### src/rtl/sw_pkg.sv
// Package: shared constants, mode and exception encodings for the status word unit.
// Assumes a 32-bit status word with fixed field positions.
package sw_pkg;
    localparam int SW_W   = 32;
    localparam int N_BIT  = 31;
    localparam int Z_BIT  = 30;
    localparam int C_BIT  = 29;
    localparam int V_BIT  = 28;
    localparam int I_BIT  = 7;
    localparam int F_BIT  = 6;
    localparam int T_BIT  = 5;
    localparam int MODE_W = 5;

    localparam logic [SW_W-1:0] RESET_WORD = 32'h0000_00D3;

    localparam int VEC_UND = 'h04;
    localparam int VEC_ABT = 'h10;
    localparam int VEC_IRQ = 'h18;
    localparam int VEC_FIQ = 'h1C;

    typedef enum logic [MODE_W-1:0] {
        MODE_USR = 5'b10000,
        MODE_FIQ = 5'b10001,
        MODE_IRQ = 5'b10010,
        MODE_SVC = 5'b10011,
        MODE_ABT = 5'b10111,
        MODE_UND = 5'b11011,
        MODE_SYS = 5'b11111
    } mode_e;

    typedef enum logic [2:0] {
        EXC_NONE,
        EXC_UND,
        EXC_IRQ,
        EXC_FIQ,
        EXC_ABT
    } exc_e;

    // True for the seven legal mode encodings.
    function automatic logic mode_ok(input logic [MODE_W-1:0] m);
        case (m)
            MODE_USR, MODE_FIQ, MODE_IRQ, MODE_SVC,
            MODE_ABT, MODE_UND, MODE_SYS: mode_ok = 1'b1;
            default:                      mode_ok = 1'b0;
        endcase
    endfunction
endpackage

### src/rtl/sw_next_word.sv
// Module: computes the status word after this cycle's flag update or status write.
// Assumes the write port wins over the flag update; the user mode write
// reaches the flag nibble only; an illegal mode in a privileged write keeps the mode.
module sw_next_word
    import sw_pkg::*;
(
    input  logic [SW_W-1:0] cur_word,
    input  logic [SW_W-1:0] alu_result,
    input  logic            alu_carry,
    input  logic            alu_ovf,
    input  logic            flag_we,
    input  logic            wr_en,
    input  logic [SW_W-1:0] wr_data,
    output logic [SW_W-1:0] next_word
);
    localparam int FLAG_LSB = V_BIT;

    logic in_user;
    assign in_user = (cur_word[MODE_W-1:0] == MODE_USR);

    // Purpose: merge the write port or the ALU flags into the current word.
    always_comb begin
        next_word = cur_word;
        if (wr_en) begin
            if (in_user) begin
                next_word[SW_W-1:FLAG_LSB] = wr_data[SW_W-1:FLAG_LSB];
            end else begin
                next_word[SW_W-1:MODE_W] = wr_data[SW_W-1:MODE_W];
                if (mode_ok(wr_data[MODE_W-1:0])) begin
                    next_word[MODE_W-1:0] = wr_data[MODE_W-1:0];
                end
            end
        end else if (flag_we) begin
            next_word[N_BIT] = alu_result[SW_W-1];
            next_word[Z_BIT] = ~|alu_result;
            next_word[C_BIT] = alu_carry;
            next_word[V_BIT] = alu_ovf;
        end
    end
endmodule

### src/rtl/sw_exc_arb.sv
// Module: masks interrupts and picks the exception to enter this cycle.
// Assumes requests are levels sampled only when execute_done is high;
// priority abort > FIQ > IRQ > undefined.
module sw_exc_arb
    import sw_pkg::*;
#(
    parameter int VEC_W = 32
) (
    input  logic              irq_mask,
    input  logic              fiq_mask,
    input  logic              exec_done,
    input  logic              abort_req,
    input  logic              fiq_req,
    input  logic              irq_req,
    input  logic              undef_req,
    output exc_e              kind,
    output logic [MODE_W-1:0] enter_mode,
    output logic [VEC_W-1:0]  vector
);
    logic fiq_live;
    logic irq_live;
    assign fiq_live = fiq_req & ~fiq_mask;
    assign irq_live = irq_req & ~irq_mask;

    // Purpose: priority select of the accepted request, its mode and vector.
    always_comb begin
        kind       = EXC_NONE;
        enter_mode = MODE_SVC;
        vector     = '0;
        if (exec_done) begin
            if (abort_req) begin
                kind       = EXC_ABT;
                enter_mode = MODE_ABT;
                vector     = VEC_W'(VEC_ABT);
            end else if (fiq_live) begin
                kind       = EXC_FIQ;
                enter_mode = MODE_FIQ;
                vector     = VEC_W'(VEC_FIQ);
            end else if (irq_live) begin
                kind       = EXC_IRQ;
                enter_mode = MODE_IRQ;
                vector     = VEC_W'(VEC_IRQ);
            end else if (undef_req) begin
                kind       = EXC_UND;
                enter_mode = MODE_UND;
                vector     = VEC_W'(VEC_UND);
            end
        end
    end
endmodule

### src/rtl/status_word_unit.sv
// Module: status word register with flag update, mode-dependent writes and
// exception entry. Assumes one request is serviced per execute-done cycle and
// that the fetch unit consumes exc_vector while exc_take is high.
module status_word_unit
    import sw_pkg::*;
#(
    parameter int VEC_W = 32
) (
    input  logic              clk,
    input  logic              rst_n,
    input  logic [SW_W-1:0]   alu_result,
    input  logic              alu_carry,
    input  logic              alu_ovf,
    input  logic              flag_we,
    input  logic              wr_en,
    input  logic [SW_W-1:0]   wr_data,
    input  logic              irq_req,
    input  logic              fiq_req,
    input  logic              abort_req,
    input  logic              undef_req,
    input  logic              exec_done,
    output logic [SW_W-1:0]   psw,
    output logic [MODE_W-1:0] cur_mode,
    output logic              exc_take,
    output logic [VEC_W-1:0]  exc_vector,
    output logic [SW_W-1:0]   saved_psw
);
    logic [SW_W-1:0]   word_q;
    logic [SW_W-1:0]   saved_q;
    logic [VEC_W-1:0]  vec_q;
    logic              take_q;
    logic [SW_W-1:0]   upd_word;
    logic [SW_W-1:0]   entry_word;
    exc_e              kind;
    logic [MODE_W-1:0] enter_mode;
    logic [VEC_W-1:0]  arb_vec;

    sw_next_word u_next (
        .cur_word   (word_q),
        .alu_result (alu_result),
        .alu_carry  (alu_carry),
        .alu_ovf    (alu_ovf),
        .flag_we    (flag_we),
        .wr_en      (wr_en),
        .wr_data    (wr_data),
        .next_word  (upd_word)
    );

    sw_exc_arb #(.VEC_W(VEC_W)) u_arb (
        .irq_mask   (word_q[I_BIT]),
        .fiq_mask   (word_q[F_BIT]),
        .exec_done  (exec_done),
        .abort_req  (abort_req),
        .fiq_req    (fiq_req),
        .irq_req    (irq_req),
        .undef_req  (undef_req),
        .kind       (kind),
        .enter_mode (enter_mode),
        .vector     (arb_vec)
    );

    // Purpose: build the word seen after an exception entry.
    always_comb begin
        entry_word                = upd_word;
        entry_word[MODE_W-1:0]    = enter_mode;
        entry_word[I_BIT]         = 1'b1;
        entry_word[T_BIT]         = 1'b0;
        if (kind == EXC_FIQ) begin
            entry_word[F_BIT] = 1'b1;
        end
    end

    // Purpose: register the status word, saved word, vector and take strobe.
    always_ff @(posedge clk) begin
        if (!rst_n) begin
            word_q  <= RESET_WORD;
            saved_q <= '0;
            vec_q   <= '0;
            take_q  <= 1'b0;
        end else begin
            take_q <= (kind != EXC_NONE);
            if (kind != EXC_NONE) begin
                word_q  <= entry_word;
                saved_q <= upd_word;
                vec_q   <= arb_vec;
            end else begin
                word_q  <= upd_word;
            end
        end
    end

    assign psw        = word_q;
    assign cur_mode   = word_q[MODE_W-1:0];
    assign exc_take   = take_q;
    assign exc_vector = vec_q;
    assign saved_psw  = saved_q;

    p_take_after_done_r7: assert property (@(posedge clk) disable iff (!rst_n)
        exc_take |-> $past(exec_done));

    p_irq_unmasked_r6: assert property (@(posedge clk) disable iff (!rst_n)
        (exc_take && exc_vector == VEC_W'(VEC_IRQ)) |-> !$past(psw[I_BIT]));

    p_fiq_unmasked_r6: assert property (@(posedge clk) disable iff (!rst_n)
        (exc_take && exc_vector == VEC_W'(VEC_FIQ)) |-> !$past(psw[F_BIT]));

    p_entry_masks_r9: assert property (@(posedge clk) disable iff (!rst_n)
        exc_take |-> (psw[I_BIT] && !psw[T_BIT]));

    p_abort_wins_r8: assert property (@(posedge clk) disable iff (!rst_n)
        (exec_done && abort_req) |=> (exc_take && exc_vector == VEC_W'(VEC_ABT)));

    p_user_ctrl_kept_r5: assert property (@(posedge clk) disable iff (!rst_n)
        (cur_mode == MODE_USR && kind == EXC_NONE) |=> (psw[V_BIT-1:0] == $past(psw[V_BIT-1:0])));

    p_mode_legal_r4: assert property (@(posedge clk) disable iff (!rst_n)
        mode_ok(cur_mode));

    p_vector_hold_r10: assert property (@(posedge clk) disable iff (!rst_n)
        !exc_take |-> $stable(exc_vector));
endmodule

### config.mk
export PLATFORM = sky130hd
export DESIGN_NAME = status_word_unit
export DESIGN_NICKNAME = d
export VERILOG_FILES = /design/src/rtl/sw_pkg.sv /design/src/rtl/sw_next_word.sv /design/src/rtl/sw_exc_arb.sv /design/src/rtl/status_word_unit.sv
export SDC_FILE = /design/constraint.sdc
export NUM_CORES = 1
export LEC_CHECK = 0
export BUFFER_PORTS_ARGS = -buffer_cell sky130_fd_sc_hd__clkbuf_2
export CELL_PAD_IN_SITES_DETAIL_PLACEMENT = 1
export CELL_PAD_IN_SITES_GLOBAL_PLACEMENT = 1
export CORE_ASPECT_RATIO = 0.75
export CORE_MARGIN = 3
export CORE_UTILIZATION = 31
export DETAILED_ROUTE_END_ITERATION = 7
export PLACE_DENSITY = 0.87
export SLEW_MARGIN = 5
export SYNTH_ARGS = -nofsm -noshare
export SYNTH_HDL_FRONTEND = slang
export SYNTH_SLANG_ARGS = --single-unit
### constraint.sdc
create_clock -name clk -period 2.6 [get_ports clk]
set_clock_uncertainty 0.2 [all_clocks]
set_input_delay 0.13 -clock clk [delete_from_list [all_inputs] [get_ports clk]]
set_output_delay 0.13 -clock clk [all_outputs]
set_load 0.005 [all_outputs]
==> flow_summary.toml, run 1 <==
[status]
outcome = "finished clean"

[global_route]
grt_overflow = 0
antenna_found_initial = 0
track_usage_pct = 17.9
grt_first_pass_wirelength_mm = 14.2
grt_pass1_vias = 2817
grt_max_degree = 24

[sta]
hold_viol_final = 0
whs_ps = 15.6
period_needed_ps = 2140
max_clock_freq_mhz = 466
period_share_pct = 82.5
final-max-slew-violation-count = 0
rsz0062_at_grt = "no"
setup_viol = 0
final.setup.tns_ps = 0

[finish]
final_area_um2 = 4180
syn2layout_area_growth_pct = 46.0
layout_common_cells = "clkbuf_2 (147), dfxtp_1 (68), dlygate4sd3_1 (33)"
final_common_cell = "clkbuf_2"
fill_cells = 1032
nets = 521
drive_gt1_share_pct = 38.6
n_antenna_cell = 0

[critical_path]
crit_type = "in2reg"
r2r_start = "psw[1]$_SDFF_PN1_"
r2r_cells = 5
critPathArrivalTime_ps = 2140
cp-end-kind = "flop"
r2r_slack_ps = 540
start_kind = "primary input"
critPathMaxFanout = 16
cp_data_required_time_ps = 2600
r2r_end = "psw[6]$_SDFF_PN1_"

[synthesis]
ys_seq_area_share_pct = 47.5
synth_top_area_share_pct = 47.5
yosys_warnings = 0
syn_area_um2 = 2860
synthCells = 272
synth_seq_cells = 68
ys_top_cells_by_area = "dfxtp_1 (48%), mux2i_1 (9.8%), buf_4 (9.7%)"
synth_cell_types = 40
syn_area_per_cell_um2 = 10.5
yosysTopAreaCell = "dfxtp_1"

[clock_network]
cts_max_level = 3
clockBufferDepth = 2
cts_root_buf = "clkbuf_16"
cts_buffers = 9
post-cts-setup-buffer-count = 0
clk_pin_slew_ps = 50
holdBufCountCts = 33
clk_latency_ps = 330
cts_tree = "yes"
clock-sinks = 68
cts_resized = 0

[floorplan]
die_h_um = 89.2
coreArea_um2 = 8710
rows = 29
initial_core_util_pct = 32.9
fp.dieArea_um2 = 10400
pin_count = 177
die_width_um = 117

[power]
power_density_nw_per_um2 = 658
irDropWorstVdd_uv = 321
leakage_nw = 2.01

[route]
vias_per_cell = 4.64
drt_iter0_markers = 71
wl_per_cell_um = 16.8
num_vias = 2596
dr.pass1.iters = 3
wirelength_mm = 9.37
final_antenna_net_count = 0
drc = 0

[placement]
gp_congestion = 0.792
portBuffers = 147
hpwl_mm = 6.71
placed_area_um2 = 3540

[hold_path]
min_path_type = "in2reg"
hold_path_end = "psw[29]$_SDFF_PN0_"
min_from = "alu_carry"
whs_path_depth = 5

[job]
cap_viol_max_count = 0
-- cell usage after synthesis --
library cell,number
mux2_2,1
a21boi_2,1
buf_4,37
o31a_1,1
mux2i_1,28
or4b_4,1
buf_6,1
o2bb2ai_2,1
inv_1,5
nand3_1,1
buf_2,5
and2_1,2
nand2b_1,3
nand2_1,9
a21oi_1,6
o21ai_0,2
and3_1,1
a32oi_1,1
buf_8,2
o31ai_1,1
o21a_1,3
nor3_1,2
o22ai_1,1
or3_1,1
a22oi_1,1
o21ai_4,1
o311ai_0,1
nor4b_1,1
nor2b_1,27
clkbuf_1,6
conb_1,1
or2_2,1
a21boi_0,1
nor4_1,6
a22o_1,2
nand4_1,2
nor2_1,6
a32o_1,1
dfxtp_1,68
o2bb2ai_1,31
-- worst max path at each step --
stage / depth (start not counted) / endpoint / slack, ps / from
finish: 7 / saved_psw[14]$_SDFFE_PN0N_ / 460 / abort_req
detailed placement: 5 / psw[6]$_SDFF_PN1_ / 500 / psw[1]$_SDFF_PN1_
floorplan: 5 / psw[6]$_SDFF_PN1_ / 610 / psw[1]$_SDFF_PN1_
global placement: 5 / psw[6]$_SDFF_PN1_ / 610 / psw[1]$_SDFF_PN1_
global route: 7 / saved_psw[14]$_SDFFE_PN0N_ / 360 / abort_req
CTS: 7 / saved_psw[14]$_SDFFE_PN0N_ / 460 / abort_req
-- flip-flops by register name (all words and copies together), names as in the netlist --
name,count
exc_take,1
exc_vector,3
psw,32
saved_psw,32
-- cells by family (layout without fill, tap and decap cells) --
| logic type | Yosys count | in the layout | synth area share, % |
|---|---|---|---|
| flip-flops | 68 | 68 | 47.5 |
| buffers and inverters | 56 | 207 | 13.5 |
| other | 1 | 29 | 0.131 |
| AO/OA/AOI/OAI | 55 | 55 | 16.0 |
| AND/OR/NAND/NOR | 63 | 63 | 12.7 |
| multiplexers | 29 | 29 | 10.2 |
-- metrics by stage --
stage               total power, mW  setup WS (ps)  std cells  util [%]
floorplan                      1.35            606        300         -
global placement               1.47            609        510      40.6
detailed placement             1.48            504        510      40.6
CTS                            2.79            460        559      48.0
global route                   2.89            356        559      48.0
finish                         2.75            456        559      48.0
-- worst max-delay path, stage by stage --
cell,delay (ps)
dlygate4sd3_1,540
clkbuf_2,160
or2_2,300
or3_1,370
nand2_1,230
buf_4,290
o2bb2ai_1,120
-- power breakdown --
part	switching, mW	total (mW)	internal [mW]
combinational	0.177	0.362	0.185
sequential	0.0373	1.14	1.11
clock	0.429	1.25	0.821
total	0.643	2.75	2.11
-- per-layer routing --
metal | part of all wire, % | track usage [%]
met5 | 0 | 0
met4 | 2.1 | 6.56
met3 | 4.8 | 5.35
met2 | 53 | 33.3
met1 | 40 | 19.2
-- area by class of cell --
type / count / area (um2) / share of cell area, %
well taps: 108 / 135 / 3.23
multi-input cells: 176 / 1230 / 29.4
inverters: 5 / 18.8 / 0.449
repair buffers: 186 / 1120 / 26.9
clock buffers: 13 / 270 / 6.46
flip-flops and latches: 68 / 1360 / 32.5
clock inverters: 3 / 43.8 / 1.05
Note: power is estimated with default switching activity, not from simulation.
==> inputs of run 2 (changes only) <==
==> constraint.sdc (replaced) <==
create_clock -name clk -period 2.2 [get_ports clk]
set_clock_uncertainty 0.2 [all_clocks]
set_input_delay 0.11 -clock clk [delete_from_list [all_inputs] [get_ports clk]]
set_output_delay 0.11 -clock clk [all_outputs]
set_load 0.005 [all_outputs]
==> run 2 against run 1 <==
  * Cell count increased by 0.89%
  * Non-clock buffer count grew 5
  * Sequential power grew 18%
  * Die area unchanged
  * Worst hold slack got worse by 4.9 ps
  * Via count shrank 1.2%
  * Combinational power up 20%
  * Design area is 0.90% higher
  * Sequential share of layout area down 0.29 points
  * Largest cell class unchanged
  * Flip-flop and latch count stayed put
  * Critical endpoint is now saved_psw[24]$_SDFFE_PN0N_
  * Global-route usage down 0.30 points
==> flow_summary.toml, run 2 (synthesized netlist as in run 1, its figures left out) <==
[critical_path]
cp-end-kind = "flop"
start_kind = "flop"
critPathMaxFanout = 7
crit_path_start = "psw[1]$_SDFF_PN1_"
critPathArrivalTime_ps = 2060
cp_data_required_time_ps = 2200
r2r_start = "psw[1]$_SDFF_PN1_"
crit_type = "reg2reg"

[floorplan]
rows = 29
pin_count = 177
initial_core_util_pct = 32.9
die_width_um = 117
coreArea_um2 = 8710
fp.dieArea_um2 = 10400
die_h_um = 89.2

[placement]
post-place-ws_ps = 135
gp_congestion = 0.830
portBuffers = 147
hpwl_mm = 6.75

[finish]
drive_gt1_share_pct = 38.4
nets = 526
layout_common_cells = "clkbuf_2 (147), dfxtp_1 (68), dlygate4sd3_1 (37)"
syn2layout_area_growth_pct = 47.4
final_common_cell = "clkbuf_2"
n_antenna_cell = 0
fill_cells = 1016

[clock_network]
cts_buffers = 9
holdBufCountCts = 37
clk_latency_ps = 320
clk_pin_slew_ps = 50
cts_resized = 0
post-cts-setup-buffer-count = 0
cts_root_buf = "clkbuf_16"
clock-sinks = 68
cts_max_level = 3
clockBufferDepth = 2
cts_tree = "yes"

[sta]
period_share_pct = 93.3
hold_viol_final = 0
layout_setup_ws_ps = 147
setup_viol = 0
whs_ps = 10.7
period_needed_ps = 2050
max_clock_freq_mhz = 487
rsz0062_at_grt = "no"
final-max-slew-violation-count = 0
final.setup.tns_ps = 0

[route]
drt_iter0_markers = 79
vias_per_cell = 4.55
dr.pass1.iters = 4
num_vias = 2566
final_antenna_net_count = 0
wirelength_mm = 9.17
drc = 0
wl_per_cell_um = 16.3

[hold_path]
min_from = "alu_ovf"
min_path_type = "in2reg"

[power]
power_density_nw_per_um2 = 765
leakage_nw = 2.03
irDropWorstVdd_uv = 419

[global_route]
grt_first_pass_wirelength_mm = 14.1
track_usage_pct = 17.6
grt_pass1_vias = 2821
grt_overflow = 0
grt_max_degree = 29
antenna_found_initial = 0

[status]
outcome = "finished clean"

[job]
cap_viol_max_count = 0
-- run 2: cell types whose count changed in the layout (fill, tap and decap cells not counted) --
| cell | delta |
|---|---|
| dlygate4sd3_1 | +4 |
| buf_4 | +1 |
| clkbuf_8 | -1 |
| clkinv_2 | +1 |
| clkinv_4 | -1 |
| clkinvlp_4 | +1 |
-- run 2: worst paths after layout --
check / slack, ps / depth (start not counted) / end
hold reg to reg: 260 / 1 / saved_psw[31]$_SDFFE_PN0N_
hold / removal: 10 / 5 / psw[28]$_SDFF_PN0_
setup reg to reg: 150 / 5 / saved_psw[24]$_SDFFE_PN0N_
setup / recovery: 150 / 5 / saved_psw[24]$_SDFFE_PN0N_
-- run 2: cell type report --
type	count	area, um2	area share [%]
clock inverters	4	47.5	1.13
multi-input cells	176	1230	29.1
well taps	108	135	3.20
flip-flops and latches	68	1360	32.3
clock buffers	12	256	6.08
inverters	5	18.8	0.445
repair buffers	191	1170	27.7
-- run 2: through the flow --
step,cell area (um2),instances,power [mW],util (%)
global placement,3550,511,1.74,40.7
finish,4220,564,3.23,48.5
floorplan,2970,300,1.60,-
global route,4220,564,3.39,48.5
CTS,4220,564,3.26,48.5
detailed placement,3550,511,1.75,40.7
-- run 2: critical path, cell delays in order, from the launching register on --
cell       delay (ps)
dfxtp_1           330
or4b_4            580
o21ai_4           210
buf_4             230
mux2i_1           290
o2bb2ai_1          90
-- run 2: where the power goes --
group | leakage (nW) | total, mW | internal (mW) | switching [mW]
Combinational | 1.32 | 0.434 | 0.226 | 0.208
Clock | 0.149 | 1.44 | 0.935 | 0.510
Sequential | 0.559 | 1.35 | 1.31 | 0.0437
Total | 2.03 | 3.23 | 2.47 | 0.762
-- run 2: per-layer routing --
layer	wire length [um]	global-route usage (%)	part of all wire, %	vias to the layer above
met3	440	4.94	4.8	13
met1	3810	19.6	42	1215
li1	-	-	-	1257
met5	0	0	0	-
met2	4750	32.6	52	81
met4	168	5.42	1.8	0
==> inputs of run 3 (changes only) <==
--- a/config.mk
+++ b/config.mk
@@ -13,6 +13,7 @@
 export CORE_UTILIZATION = 31
 export DETAILED_ROUTE_END_ITERATION = 7
 export PLACE_DENSITY = 0.87
+export REMOVE_ABC_BUFFERS = 1
 export SLEW_MARGIN = 5
 export SYNTH_ARGS = -nofsm -noshare
 export SYNTH_HDL_FRONTEND = slang
==> constraint.sdc (replaced) <==
create_clock -name clk -period 2.3 [get_ports clk]
set_clock_uncertainty 0.2 [all_clocks]
set_input_delay 0.115 -clock clk [delete_from_list [all_inputs] [get_ports clk]]
set_output_delay 0.115 -clock clk [all_outputs]
set_load 0.005 [all_outputs]
==> run 3 against run 2 <==
  * Clock power barely moved
  * Worst hold slack improved by 13 ps
  * Flip-flop and latch count did not move
  * Design area rose by 0.68%
  * Global-route usage fell by 0.38 points
  * Combinational power fell by 4%
  * Critical path depth did not move
  * Sequential share of layout area fell by 0.19 points
  * Sequential power fell by 4%
  * Clock-buffer cell count fell by 2
==> flow_summary.toml, run 3 (synthesized netlist as in run 1, its figures left out) <==
[critical_path]
cp-end-kind = "flop"
r2r_start = "psw[2]$_SDFF_PN0_"
cp_data_required_time_ps = 2310
critPathArrivalTime_ps = 2230
crit_path_start = "psw[2]$_SDFF_PN0_"
critPathMaxFanout = 4
crit_type = "reg2reg"
start_kind = "flop"

[power]
leakage_nw = 2.04
power_density_nw_per_um2 = 743
total_power_mw = 3.16
irDropWorstVdd_uv = 398

[finish]
multi_input_area_um2 = 1230
nets = 528
syn2layout_area_growth_pct = 48.4
final_common_cell = "clkbuf_2"
ff_latch_area_um2 = 1360
n_antenna_cell = 0
drive_gt1_share_pct = 39.5
layout_common_cells = "clkbuf_2 (147), dfxtp_1 (67), dlygate4sd3_1 (35)"
fill_cells = 1013

[global_route]
grt_pass1_vias = 2803
antenna_found_initial = 0
track_usage_pct = 17.2
grt_overflow = 0
grt_max_degree = 23
grt_first_pass_wirelength_mm = 13.9

[sta]
layout_setup_ws_ps = 76.7
final-max-slew-violation-count = 0
final.setup.tns_ps = 0
max_clock_freq_mhz = 450
hold_viol_final = 0
setup_viol = 0
period_share_pct = 96.7
period_needed_ps = 2220

[route]
drt_iter0_markers = 54
num_vias = 2609
drc = 0
wl_per_cell_um = 16.1
vias_per_cell = 4.61
wirelength_mm = 9.13
final_antenna_net_count = 0
dr.pass1.iters = 4

[floorplan]
pin_count = 177
die_width_um = 117
initial_core_util_pct = 32.9
fp.dieArea_um2 = 10400
coreArea_um2 = 8710
die_h_um = 89.2
rows = 29

[placement]
hpwl_mm = 6.72
gp_congestion = 0.805
portBuffers = 147
post-place-ws_ps = 216

[clock_network]
cts_max_level = 3
cts_tree = "yes"
clockBufferDepth = 2
cts_root_buf = "clkbuf_16"
cts_buffers = 9
clk_pin_slew_ps = 60
clk_latency_ps = 320
clock-sinks = 68

[job]
cap_viol_max_count = 0

[status]
outcome = "finished clean"

[hold_path]
min_from = "alu_result[17]"
min_path_type = "in2reg"
[run 3: path summary, 6_finish.rpt]
check	to	cells past startpoint	slack (ps)
worst min register to register	saved_psw[1]$_SDFFE_PN0N_	1	260
worst max register to register	psw[3]$_SDFF_PN0_	5	80
worst max-delay path	psw[3]$_SDFF_PN0_	5	80
worst min-delay path	psw[30]$_SDFF_PN0_	5	20
[run 3: cell type report]
class,count,area share (%)
multi-input combinational,176,29.0
sequential,68,32.1
tap,108,3.18
clock inverter,6,2.09
inverter,5,0.442
timing repair buffer,193,27.8
clock buffer,10,5.39
[run 3: routing by layer]
metal / track usage [%] / wire (um) / vias up
met3: 4.94 / 559 / 10
met2: 32.8 / 4760 / 104
met1: 19.0 / 3730 / 1237
li1: - / - / 1258
met4: 3.85 / 83 / 0
met5: 0 / 0 / -
[run 3: repair_timing]
| item | in CTS | in global routing |
|---|---|---|
| resized for setup | 0 | 2 |
| hold endpoints to repair | 58 | 0 |
| setup buffers | 0 | 4 |
| endpoints found under the setup margin | 0 | 3 |
| hold buffers | 35 | 0 |
[run 3: worst max-delay path: stages, from the launching register on]
cell and delay (ps):
dfxtp_2 330, or4b_4 550, o21a_1 190, mux2i_2 200
a21oi_1 90, dlygate4sd3_1 550
[run 3: stage by stage]
step                      utilization [%]  hold slack (ps)  instances  area, um2
after global routing                 48.8             28.8        566       4250
final                                48.8             24.1        566       4250
after floorplan                         -             6.27        249       2600
after global placement               40.7              156        511       3550
after CTS                            48.4             7.09        562       4210
after detailed placement             40.7              181        511       3550
[run 3: report_power, final]
| part | leakage (nW) | internal (mW) | total [mW] | switching, mW |
|---|---|---|---|---|
| clock network | 0.149 | 0.949 | 1.45 | 0.499 |
| logic | 1.33 | 0.219 | 0.417 | 0.199 |
| registers | 0.559 | 1.25 | 1.29 | 0.0437 |
